`config.mk`:
```
export PLATFORM = sky130hd
export DESIGN_NAME = pwm_ramp_seq
export DESIGN_NICKNAME = d
export VERILOG_FILES = /design/src/rtl/pwm_seq_pkg.sv /design/src/rtl/pwm_seq_timebase.sv /design/src/rtl/pwm_seq_progmem.sv /design/src/rtl/pwm_seq_engine.sv /design/src/rtl/pwm_ramp_seq.sv
export SDC_FILE = /design/constraint.sdc
export NUM_CORES = 2
export LEC_CHECK = 0
export BUFFER_PORTS_ARGS = -buffer_cell sky130_fd_sc_hd__buf_4
export CAP_MARGIN = 10
export CORE_ASPECT_RATIO = 1.4
export CORE_UTILIZATION = 64
export DETAILED_ROUTE_END_ITERATION = 8
export PLACE_DENSITY = 0.81
export SLEW_MARGIN = 20
export SYNTH_ARGS = -nofsm -noshare
export SYNTH_HDL_FRONTEND = slang
export SYNTH_SLANG_ARGS = --single-unit
```
`constraint.sdc`:
```
create_clock -name clk -period 5.9 [get_ports clk]
set_input_delay 0.295 -clock clk [delete_from_list [all_inputs] [get_ports clk]]
set_output_delay 0.295 -clock clk [all_outputs]
set_load 0.03 [all_outputs]
```
`src/rtl/pwm_seq_pkg.sv`:
```
package pwm_seq_pkg;

  localparam int LEVEL_W = 8;
  localparam int WORD_W  = 16;
  localparam int STEP_FW = 6;   // step-time field width, bits 13:8

  typedef enum logic [2:0] {
    K_START,   // 0x0000 style: restart at word 0
    K_BRANCH,  // bits 15 and 13 set
    K_LOAD,    // bit 15 set, bit 13 clear
    K_RAIL,    // ramp with zero step time, nonzero count
    K_SKIP,    // ramp with nonzero step time, zero count
    K_RAMP     // timed ramp
  } op_kind_e;

  typedef enum logic [1:0] {ST_IDLE, ST_EXEC, ST_STEP} eng_state_e;

  function automatic op_kind_e decode_op(input logic [WORD_W-1:0] w);
    if (w[15] && w[13]) return K_BRANCH;
    if (w[15])          return K_LOAD;
    if (w[13:8] == '0) begin
      if (w[6:0] == '0) return K_START;
      return K_RAIL;
    end
    if (w[6:0] == '0)   return K_SKIP;
    return K_RAMP;
  endfunction

  // base ticks between two ramp steps
  function automatic int unsigned step_ticks(input logic slow,
                                             input logic [STEP_FW-1:0] steps,
                                             input int unsigned fast_div,
                                             input int unsigned slow_div);
    return int'(steps) * (slow ? slow_div : fast_div);
  endfunction

  // one-LSB move with saturation at both rails
  function automatic logic [LEVEL_W-1:0] nudge(input logic [LEVEL_W-1:0] lv,
                                               input logic down);
    if (down) return (lv == '0) ? lv : lv - 1'b1;
    return (lv == '1) ? lv : lv + 1'b1;
  endfunction

endpackage

```
`src/rtl/pwm_seq_timebase.sv`:
```
module pwm_seq_timebase #(
  parameter int TICK_DIV = 16
) (
  input  logic       clk,
  input  logic       rst_n,
  output logic       tick_o,
  output logic [7:0] cnt_o
);

  localparam int TDW = (TICK_DIV > 1) ? $clog2(TICK_DIV) : 1;

  generate
    if (TICK_DIV == 1) begin : g_every_clk
      assign tick_o = 1'b1;
    end else begin : g_divided
      logic [TDW-1:0] div_q;
      always_ff @(posedge clk) begin
        if (!rst_n)                          div_q <= '0;
        else if (div_q == TDW'(TICK_DIV-1))  div_q <= '0;
        else                                 div_q <= div_q + 1'b1;
      end
      assign tick_o = (div_q == TDW'(TICK_DIV-1));
    end
  endgenerate

  always_ff @(posedge clk) begin
    if (!rst_n)      cnt_o <= '0;
    else if (tick_o) cnt_o <= cnt_o + 1'b1;
  end

  AST_CNT_ADVANCE: assert property (@(posedge clk) disable iff (!rst_n)
    tick_o |=> cnt_o == $past(cnt_o) + 8'd1);
  AST_CNT_HOLD: assert property (@(posedge clk) disable iff (!rst_n)
    !tick_o |=> $stable(cnt_o));

endmodule

```
`src/rtl/pwm_seq_progmem.sv`:
```
module pwm_seq_progmem
  import pwm_seq_pkg::*;
#(
  parameter int DEPTH = 64,
  parameter int PW    = $clog2(DEPTH)
) (
  input  logic              clk,
  input  logic              rst_n,
  input  logic              byte_wr,
  input  logic [7:0]        byte_in,
  input  logic              ptr_clr,
  input  logic [PW-1:0]     rd_addr,
  output logic [WORD_W-1:0] rd_word
);

  logic [WORD_W-1:0] mem [DEPTH];
  logic [PW-1:0]     wptr;
  logic              hi_pend;
  logic [7:0]        hi_q;
  logic              commit;

  assign commit = byte_wr && hi_pend && !ptr_clr;

  always_ff @(posedge clk) begin
    if (!rst_n) begin
      wptr    <= '0;
      hi_pend <= 1'b0;
      hi_q    <= '0;
    end else if (ptr_clr) begin
      wptr    <= '0;
      hi_pend <= 1'b0;
    end else if (byte_wr) begin
      if (!hi_pend) begin
        hi_q    <= byte_in;
        hi_pend <= 1'b1;
      end else begin
        wptr    <= (wptr == PW'(DEPTH-1)) ? '0 : wptr + 1'b1;
        hi_pend <= 1'b0;
      end
    end
  end

  always_ff @(posedge clk) begin
    if (!rst_n) begin
      for (int i = 0; i < DEPTH; i++) mem[i] <= '0;
    end else if (commit) begin
      mem[wptr] <= {hi_q, byte_in};
    end
  end

  assign rd_word = mem[rd_addr];

  AST_WPTR_CLEAR: assert property (@(posedge clk) disable iff (!rst_n)
    ptr_clr |=> (wptr == '0) && !hi_pend);
  AST_WORD_COMMIT: assert property (@(posedge clk) disable iff (!rst_n)
    commit |=> !hi_pend && (wptr != $past(wptr)));

endmodule

```
`src/rtl/pwm_seq_engine.sv`:
```
module pwm_seq_engine
  import pwm_seq_pkg::*;
#(
  parameter int PW       = 6,
  parameter int FAST_DIV = 16,
  parameter int SLOW_DIV = 512,
  parameter int TW       = 15
) (
  input  logic               clk,
  input  logic               rst_n,
  input  logic               en,
  input  logic               tick,
  input  logic [WORD_W-1:0]  word,
  output logic [PW-1:0]      pc_o,
  output logic [LEVEL_W-1:0] level_o
);

  eng_state_e  st;
  op_kind_e    kind;
  logic [6:0]  rem;
  logic [TW-1:0] timer, limit_q;
  logic        down_q;
  logic        step_now;

  assign kind     = decode_op(word);
  assign step_now = tick && (timer == limit_q - 1'b1);

  always_ff @(posedge clk) begin
    if (!rst_n) begin
      st      <= ST_IDLE;
      pc_o    <= '0;
      level_o <= '0;
      rem     <= '0;
      timer   <= '0;
      limit_q <= '0;
      down_q  <= 1'b0;
    end else if (!en) begin
      st <= ST_IDLE;
    end else begin
      unique case (st)
        ST_IDLE: begin
          pc_o <= '0;
          st   <= ST_EXEC;
        end
        ST_EXEC: begin
          unique case (kind)
            K_START, K_BRANCH: pc_o <= '0;
            K_LOAD: begin
              level_o <= word[7:0];
              pc_o    <= pc_o + 1'b1;
            end
            K_RAIL: begin
              level_o <= word[7] ? '1 : '0;
              pc_o    <= pc_o + 1'b1;
            end
            K_SKIP: pc_o <= pc_o + 1'b1;
            K_RAMP: begin
              rem     <= word[6:0];
              timer   <= '0;
              limit_q <= TW'(step_ticks(word[14], word[13:8], FAST_DIV, SLOW_DIV));
              down_q  <= word[7];
              st      <= ST_STEP;
            end
            default: pc_o <= '0;
          endcase
        end
        ST_STEP: begin
          if (step_now) begin
            timer   <= '0;
            level_o <= nudge(level_o, down_q);
            rem     <= rem - 1'b1;
            if (rem == 7'd1) begin
              pc_o <= pc_o + 1'b1;
              st   <= ST_EXEC;
            end
          end else if (tick) begin
            timer <= timer + 1'b1;
          end
        end
        default: st <= ST_IDLE;
      endcase
    end
  end

  AST_RAMP_ONE_LSB: assert property (@(posedge clk) disable iff (!rst_n)
    (st == ST_STEP) |=> (level_o == $past(level_o)) ||
                        (level_o == $past(level_o) + 8'd1) ||
                        (level_o == $past(level_o) - 8'd1));
  AST_NO_WRAP_TOP: assert property (@(posedge clk) disable iff (!rst_n)
    (st == ST_STEP && !down_q && level_o == 8'hFF) |=> level_o == 8'hFF);
  AST_NO_WRAP_BOTTOM: assert property (@(posedge clk) disable iff (!rst_n)
    (st == ST_STEP && down_q && level_o == 8'h00) |=> level_o == 8'h00);
  AST_BRANCH_TO_ZERO: assert property (@(posedge clk) disable iff (!rst_n)
    (en && st == ST_EXEC && (kind == K_BRANCH || kind == K_START)) |=> pc_o == '0);
  AST_LOAD_VALUE: assert property (@(posedge clk) disable iff (!rst_n)
    (en && st == ST_EXEC && kind == K_LOAD) |=> level_o == $past(word[7:0]));
  AST_HOLD_WHEN_OFF: assert property (@(posedge clk) disable iff (!rst_n)
    !en |=> $stable(level_o));
  AST_START_AT_ZERO: assert property (@(posedge clk) disable iff (!rst_n)
    $rose(en) |=> (pc_o == '0) && (st == ST_EXEC));

endmodule

```
`src/rtl/pwm_ramp_seq.sv`:
```
module pwm_ramp_seq
  import pwm_seq_pkg::*;
#(
  parameter int NCH        = 3,
  parameter int PROG_DEPTH = 64,
  parameter int TICK_DIV   = 16,
  parameter int FAST_DIV   = 16,
  parameter int SLOW_DIV   = 512,
  localparam int HAW = $clog2(NCH + 1),
  localparam int PW  = $clog2(PROG_DEPTH),
  localparam int TW  = $clog2(63 * SLOW_DIV + 1)
) (
  input  logic                 clk,
  input  logic                 rst_n,
  input  logic                 host_wr,
  input  logic [HAW-1:0]       host_addr,
  input  logic [7:0]           host_data,
  output logic [NCH-1:0]       pwm_o,
  output logic [8*NCH-1:0]     level_o,
  output logic [7:0]           pwm_cnt_o
);

  logic           tick;
  logic [NCH-1:0] en_q;
  logic           ctrl_wr;
  logic [NCH-1:0] ptr_clr;

  pwm_seq_timebase #(.TICK_DIV(TICK_DIV)) u_timebase (
    .clk    (clk),
    .rst_n  (rst_n),
    .tick_o (tick),
    .cnt_o  (pwm_cnt_o)
  );

  assign ctrl_wr = host_wr && (host_addr == '0);
  assign ptr_clr = ctrl_wr ? (en_q & ~host_data[NCH-1:0]) : '0;

  always_ff @(posedge clk) begin
    if (!rst_n)       en_q <= '0;
    else if (ctrl_wr) en_q <= host_data[NCH-1:0];
  end

  generate
    for (genvar c = 0; c < NCH; c++) begin : g_ch
      logic              byte_wr;
      logic [WORD_W-1:0] word;
      logic [PW-1:0]     pc;
      logic [7:0]        level;

      assign byte_wr = host_wr && (host_addr == HAW'(c + 1));

      pwm_seq_progmem #(.DEPTH(PROG_DEPTH), .PW(PW)) u_mem (
        .clk     (clk),
        .rst_n   (rst_n),
        .byte_wr (byte_wr),
        .byte_in (host_data),
        .ptr_clr (ptr_clr[c]),
        .rd_addr (pc),
        .rd_word (word)
      );

      pwm_seq_engine #(.PW(PW), .FAST_DIV(FAST_DIV), .SLOW_DIV(SLOW_DIV), .TW(TW)) u_eng (
        .clk     (clk),
        .rst_n   (rst_n),
        .en      (en_q[c]),
        .tick    (tick),
        .word    (word),
        .pc_o    (pc),
        .level_o (level)
      );

      assign level_o[8*c +: 8] = level;
      assign pwm_o[c]          = en_q[c] && (level >= pwm_cnt_o);
    end
  endgenerate

endmodule

```
After elaboration in Yosys (flattened, before gate mapping) --
Memories as Yosys holds them, arrays and structs flattened. A register that Yosys moved wholly into a read port is not among the register bits. Index checks and enable logic that the tools add are counted. W data, S select, Z words.
Cells by class: bitwise gates (word level) 9, shift operators 0, magnitude comparators 3, reduce and logical (&&, ||, !) cells 78, $add $sub $neg 23, muxes and demuxes 188, multiply operators 3, div/mod/pow operators 0, equal/unequal tests 58
Operators with widths (count):
- $mux W8 | 18
- $mux W15 | 9
- $mux W6 | 18
- $mul A6 B32 Y15 | 3
- $pmux W8 S2 | 6
- $mux W3 | 31
- $pmux W15 S2 | 3
- $mux W1 | 70
- $pmux W6 S3 | 3
- $mux W16 | 3
- $reduce_or A16 Y1 | 3
- $add A15 B1 Y15 const B | 3
- $eq A15 B15 Y1 | 3
- $sub A15 B1 Y15 const B | 3
- $mux W7 | 6
- $pmux W7 S2 | 3
- $add A6 B1 Y6 const B | 6
- $pmux W6 S2 | 3
- $add A8 B1 Y8 const B | 4
- $mux W10 | 3
- $reduce_and A3 Y1 | 9
- $eq A8 B8 Y1 const B | 3
- $ge A8 B8 Y1 | 3
- $logic_not A8 Y1 | 3
- 34 further kinds | 143
Storage, ports and cells: register bits after elaboration 222, latch bits 0, ROM bits 0, bits in writable memories 3072, bits of input ports 13, memories kept 3
Memories:
- g_ch[0].u_mem.mem | depth 64, width 16, read ports 1, clocked after memory_dff 1, wr ports 64, line pwm_seq_progmem.sv:16 | logic [WORD_W-1:0] mem [DEPTH];
- g_ch[1].u_mem.mem | depth 64, width 16, read ports 1, clocked after memory_dff 1, wr ports 64, line pwm_seq_progmem.sv:16
- g_ch[2].u_mem.mem | depth 64, width 16, read ports 1, clocked after memory_dff 1, wr ports 64, line pwm_seq_progmem.sv:16

Logic depth before layout (Yosys ltp) --
depth after elaboration 18, depth in mapped cells 20

Cells and area by module --
From an unflattened synthesis, not the netlist that was laid out.
Second synthesis, totals: cell total of the unflattened synthesis 10812, area total of the unflattened synthesis 154832.2 sq um
Modules (own cells, without submodules):
- pwm_seq_progmem at g_ch[1].u_mem | sequential area each 31049.8 sq um, area an instance 47723.3 sq um, cells each 3141, instances 1
- pwm_seq_progmem at g_ch[0].u_mem | sequential area each 31049.8 sq um, area an instance 47619.4 sq um, cells each 3059, instances 1
- pwm_seq_progmem at g_ch[2].u_mem | sequential area each 31049.8 sq um, area an instance 47444.3 sq um, cells each 3093, instances 1
- pwm_seq_engine at g_ch[0].u_eng ... | sequential area each 1001.0 sq um, area an instance 3653.5 sq um, cells each 464, instances 2
- pwm_seq_engine at g_ch[2].u_eng | sequential area each 1001.0 sq um, area an instance 3508.4 sq um, cells each 447, instances 1
- pwm_ramp_seq | sequential area each 60.1 sq um, area an instance 716.9 sq um, cells each 89, instances 1
- pwm_seq_timebase | sequential area each 240.2 sq um, area an instance 513.0 sq um, cells each 55, instances 1

Worst setup path after synthesis --
OpenSTA, ideal clock, no wires.
kind reg-to-reg, start point reg with a tool-made name, end point reg g_ch[2].u_eng.limit_q[12], path slack 1.811 ns, data required time 5.772 ns, stages on the path, launching flop included 17, arrival time 3.961 ns, cell sequence dfxtp_1 > buf_6 > buf_6 > buf_6 > buf_6 > buf_6 > buf_4 > buf_4 > buf_2 > mux4_2 > mux4_2 > mux4_2 > inv_1 > nor2_1 > ha_1 > mux2i_1 > nor2_1
RTL lines:
- end signal: assignment | line pwm_seq_engine.sv:60 | limit_q <= TW'(step_ticks(word[14], word[13:8], FAST_DIV, SLOW_DIV));
- end: declaration | line pwm_seq_engine.sv:21 | logic [TW-1:0] timer, limit_q;

==> summary.md <==
| Metric | Value |
|---|---|
| Outcome | complete, but fails checks |
| Failing checks | design-rule violations |
| Worst-path cell chain | buf_4 -> mux4_2 -> mux4_2 -> and2_0 -> a21oi_1 -> o21ai_0 -> nor3_1 -> a21o_1 -> o21a_1 -> buf_4 -> o311ai_0 -> o21ai_0 |
| Max VDD drop | about 0.3 mV |
| RSZ-0062 raised after global routing | false |
| Port-buffer cells | 47 |
| Placed wire-length estimate | 276 mm |
| Final setup margin | around 0.34 ns |
| Initial antenna violation count | 31 |
| Htree depth | 5 |
| Vias per inst | between 6 and 7 |
| Worst EP required | between 6 and 7 ns |
| First-pass GRT wire length | 626 mm |
| FMAX | around 0.18 GHz |
| Core ar. | ~240000 um2 |
| Hold-fix buffers, CTS | 12 |
| Share of cells above drive strength 1 | 18.0% |
| DIE AREA | 242000 um2 |
| Yosys reg bits | 3300 |
| CP top delay family | compound AO/OA/AOI/OAI gates |
| Initial Util | 64.5% |
| Most numerous cell in the Yosys netlist | and2_1 |
| Setup_tns | 0 ns |
| Delay of the slowest critical-path stage | roughly 0.96 ns |
| Setup slack at placement | 0.579 ns |
| Synth Flop Type | edfxtp_1 |
| Final setup viols | 0 |
| Number of synthesized flops with an enable pin | 3072 |
| Async SR Flop Fraction | 0% |
| Synth top area cells | edfxtp_1 60%, and2_1 13%, mux4_2 12%, dfxtp_1 3.0%, clkbuf_1 1.9% |
| Longest Clk Path Bufs | 4 |
| Setup crit end kind | flip-flop |
| Average size of a mapped cell | 14.5 um2 |
| Power per cell area | around 290 nW/um2 |
| CTS buffer count | around 320 |
| # Max-Cap Violations | 0 |
| Chip height | 582 um |
| Startpoint types | flip-flop |
| Nets@finish | about 11000 |
| Worst-margin pin slew | between 1 and 1.5 ns |
| Core Rows | approximately 210 |
| Max-slew violations | 0 |
| Top cells by count, synth | 3088 x and2_1, 3072 x edfxtp_1, 805 x mux4_2 |
| I/O Pins | 48 |
| Arrival @ worst endpoint | ~6.4 ns |
| Worst hold path class | in -> reg |
| Clock Skew | a little under 0.09 ns |
| Setup repair bufs after CTS | 0 |
| Clk Tree Root Cell | clkbuf_16 |
| GRT Resource Usage Total | roughly 35% |
| Clock Latency Late Sink | between 0.9 and 1 ns |
| Yosys cell types | 100 |
| CTS clock-pin slew for the worst setup and hold paths | 0.06 ns |
| RD Place Congestion | ~0.99 |
| Final period util | approximately 94% |
| P&R area growth vs syn | 9.45% |
| Filler Cells Inserted | 14780 |
| CTS tree | built |
| GR Overflow Total | 0 |
| Via count | a little over 90000 |
| Drc violations | 5 |
| Post-DR wirelength/cell | a little over 30 um |
| Worst path bufs/invs | 2 |
| Routed Antenna Nets | 0 |
| Crit path time final | between 5 and 6 ns |
| Critical path peak fanout | 32 |
| Post-synth top area share | between 50% and 60% |
| Largest net degree at the start of global routing | between 100 and 150 |
| Vias in the first global route | approximately 94000 |
| Leakage Power | 0.0573 uW |
| Synthesized area | approximately 150000 um2 |
| Clock net sink count | 3300 |
| Detailed Route Iter0 Violations | ~13000 |
| Drt pass-1 iters | 9 |
| Sequential area share after synthesis | 62.9% |
| Yosys top cell by area | edfxtp_1 |
| Slew HR | between 10 and 15% |
| Post_cts resized | 0 |
| Yosys warns | 0 |
| Die width | 416 um |
| Drt total wl | about 430 mm |
| Setup Crit Path Kind | reg -> reg |
| Worst path slowest cell | dfxtp_4 |
| Hold Vio Cnt, Final | 0 |
| Syn Inst Count | 10621 |
==> kinds of logic (layout without fill, tap and decap cells) <==
family          after synthesis  count (layout)  share of synthesized area, %
compound gates              882             882                          3.70
flops                      3300            3300                          62.9
fa+ha+maj                    87              87                         0.722
buf+inv                    1046            1160                          2.86
other cells                   1              24                       0.00244
mux                         986             986                          13.1
xor+xnor                    108             108                         0.615
simple gates               4211            4211                          16.1
==> through the flow <==
step | std cells | util [%] | hold WS [ns] | cell area (um2) | total power [uW]
after detailed placement | 13263 | 66.2 | 0.478 | 158000 | 29400
after global routing | 13843 | 70.6 | 0.112 | 168000 | 50300
after floorplan | 10623 | - | 0.439 | 154000 | 28400
after global placement | 13263 | 66.2 | 0.449 | 158000 | 29200
final | 13861 | 70.6 | 0.103 | 168000 | 49300
after CTS | 13838 | 70.5 | 0.0288 | 168000 | 49300
==> power breakdown <==
part	leakage (uW)	switching (uW)	internal (uW)
Combinational	0.0210	1400	682
Sequential	0.0314	357	26500
Clock	0.00493	8860	11500
Total	0.0573	10600	38700
==> path summary, 6_finish.rpt <==
check / startpoint / to / slack, ns / cells after the start
max: flip-flop / g_ch[2].u_eng.timer[14] / 0.34 / 12
min: host_data[7] / g_ch[2].u_mem.hi_q[7] / 0.10 / 3
max reg2reg: flip-flop / g_ch[2].u_eng.timer[14] / 0.34 / 12
min reg2reg: g_ch[1].u_eng.limit_q[14] / g_ch[1].u_eng.limit_q[14] / 0.49 / 2
==> routing by layer <==
metal  vias up  GRT usage (%)  wire length (um)
met5         -              0               356
met4        28           22.4             31500
met3      1376           8.31             50700
met2      6296           57.1            207000
met1     46944           43.5            139000
li1      38810              -                 -
==> worst min-delay path, stage by stage <==
cell and delay [ns]:
buf_6 0.28, nand2_1 0.17, a21oi_1 0.05
==> cells in the final DEF, fill, tap and decap left out, types with 21 or more instances in the layout <==
| cell | netlist | routed |
|---|---|---|
| nand2_1 | 249 | 247 |
| ha_1 | 84 | 84 |
| xnor2_1 | 64 | 64 |
| a21oi_1 | 152 | 152 |
| nor2b_1 | 53 | 49 |
| or4_1 | 28 | 28 |
| clkinv_2 | 0 | 47 |
| nor3_1 | 56 | 56 |
| diode_2 | 0 | 21 |
| nor2_2 | 0 | 50 |
| nor2_1 | 395 | 345 |
| nand3b_1 | 21 | 21 |
| and3_1 | 33 | 33 |
| nor4_1 | 26 | 25 |
| or3_1 | 28 | 28 |
| o21ai_1 | 6 | 196 |
| a211oi_1 | 29 | 29 |
| clkbuf_16 | 0 | 325 |
| o21ai_0 | 285 | 95 |
| buf_12 | 1 | 31 |
| nand2b_1 | 39 | 39 |
| dfxtp_1 | 228 | 192 |
| dfxtp_2 | 0 | 26 |
| o22ai_1 | 78 | 78 |
| inv_1 | 80 | 78 |
| edfxtp_1 | 3072 | 3072 |
| mux2i_1 | 150 | 149 |
| mux2_2 | 21 | 21 |
| clkinv_1 | 5 | 54 |
| bufinv_16 | 0 | 29 |
| buf_4 | 44 | 455 |
| and2_1 | 3088 | 3088 |
| a22oi_1 | 101 | 101 |
| xor2_1 | 44 | 44 |
| nand3_1 | 94 | 93 |
| clkbuf_1 | 776 | 70 |
| mux4_2 | 805 | 805 |
| nand4_1 | 38 | 38 |
==> flip-flops by register name, summed over array words and instances (netlist names), named ones only <==
signal and cells:
g_ch.u_mem.mem 3072, g_ch.u_eng.limit_q 33, g_ch.u_eng.down_q 3, g_ch.u_mem.hi_q 24, g_ch.u_eng.level_o 24, u_timebase.g_divided.div_q 4
g_ch.u_mem.wptr 18, g_ch.u_eng.timer 45, u_timebase.cnt_o 8, en_q 3, g_ch.u_mem.hi_pend 3, g_ch.u_eng.pc_o 18
g_ch.u_eng.st 6, g_ch.u_eng.rem 21
==> area by class of cell <==
class	instances	area, um2	share of cell area [%]
clock buffers	404	8510	5.06
inverters	88	333	0.198
well taps	3103	3880	2.31
diodes	21	52.6	0.0312
clock inverters	159	1610	0.954
repair buffers	509	4300	2.55
flip-flops and latches	3300	96900	57.6
multi-input cells	6277	52800	31.3
Note: power is estimated with default switching activity, not from simulation.
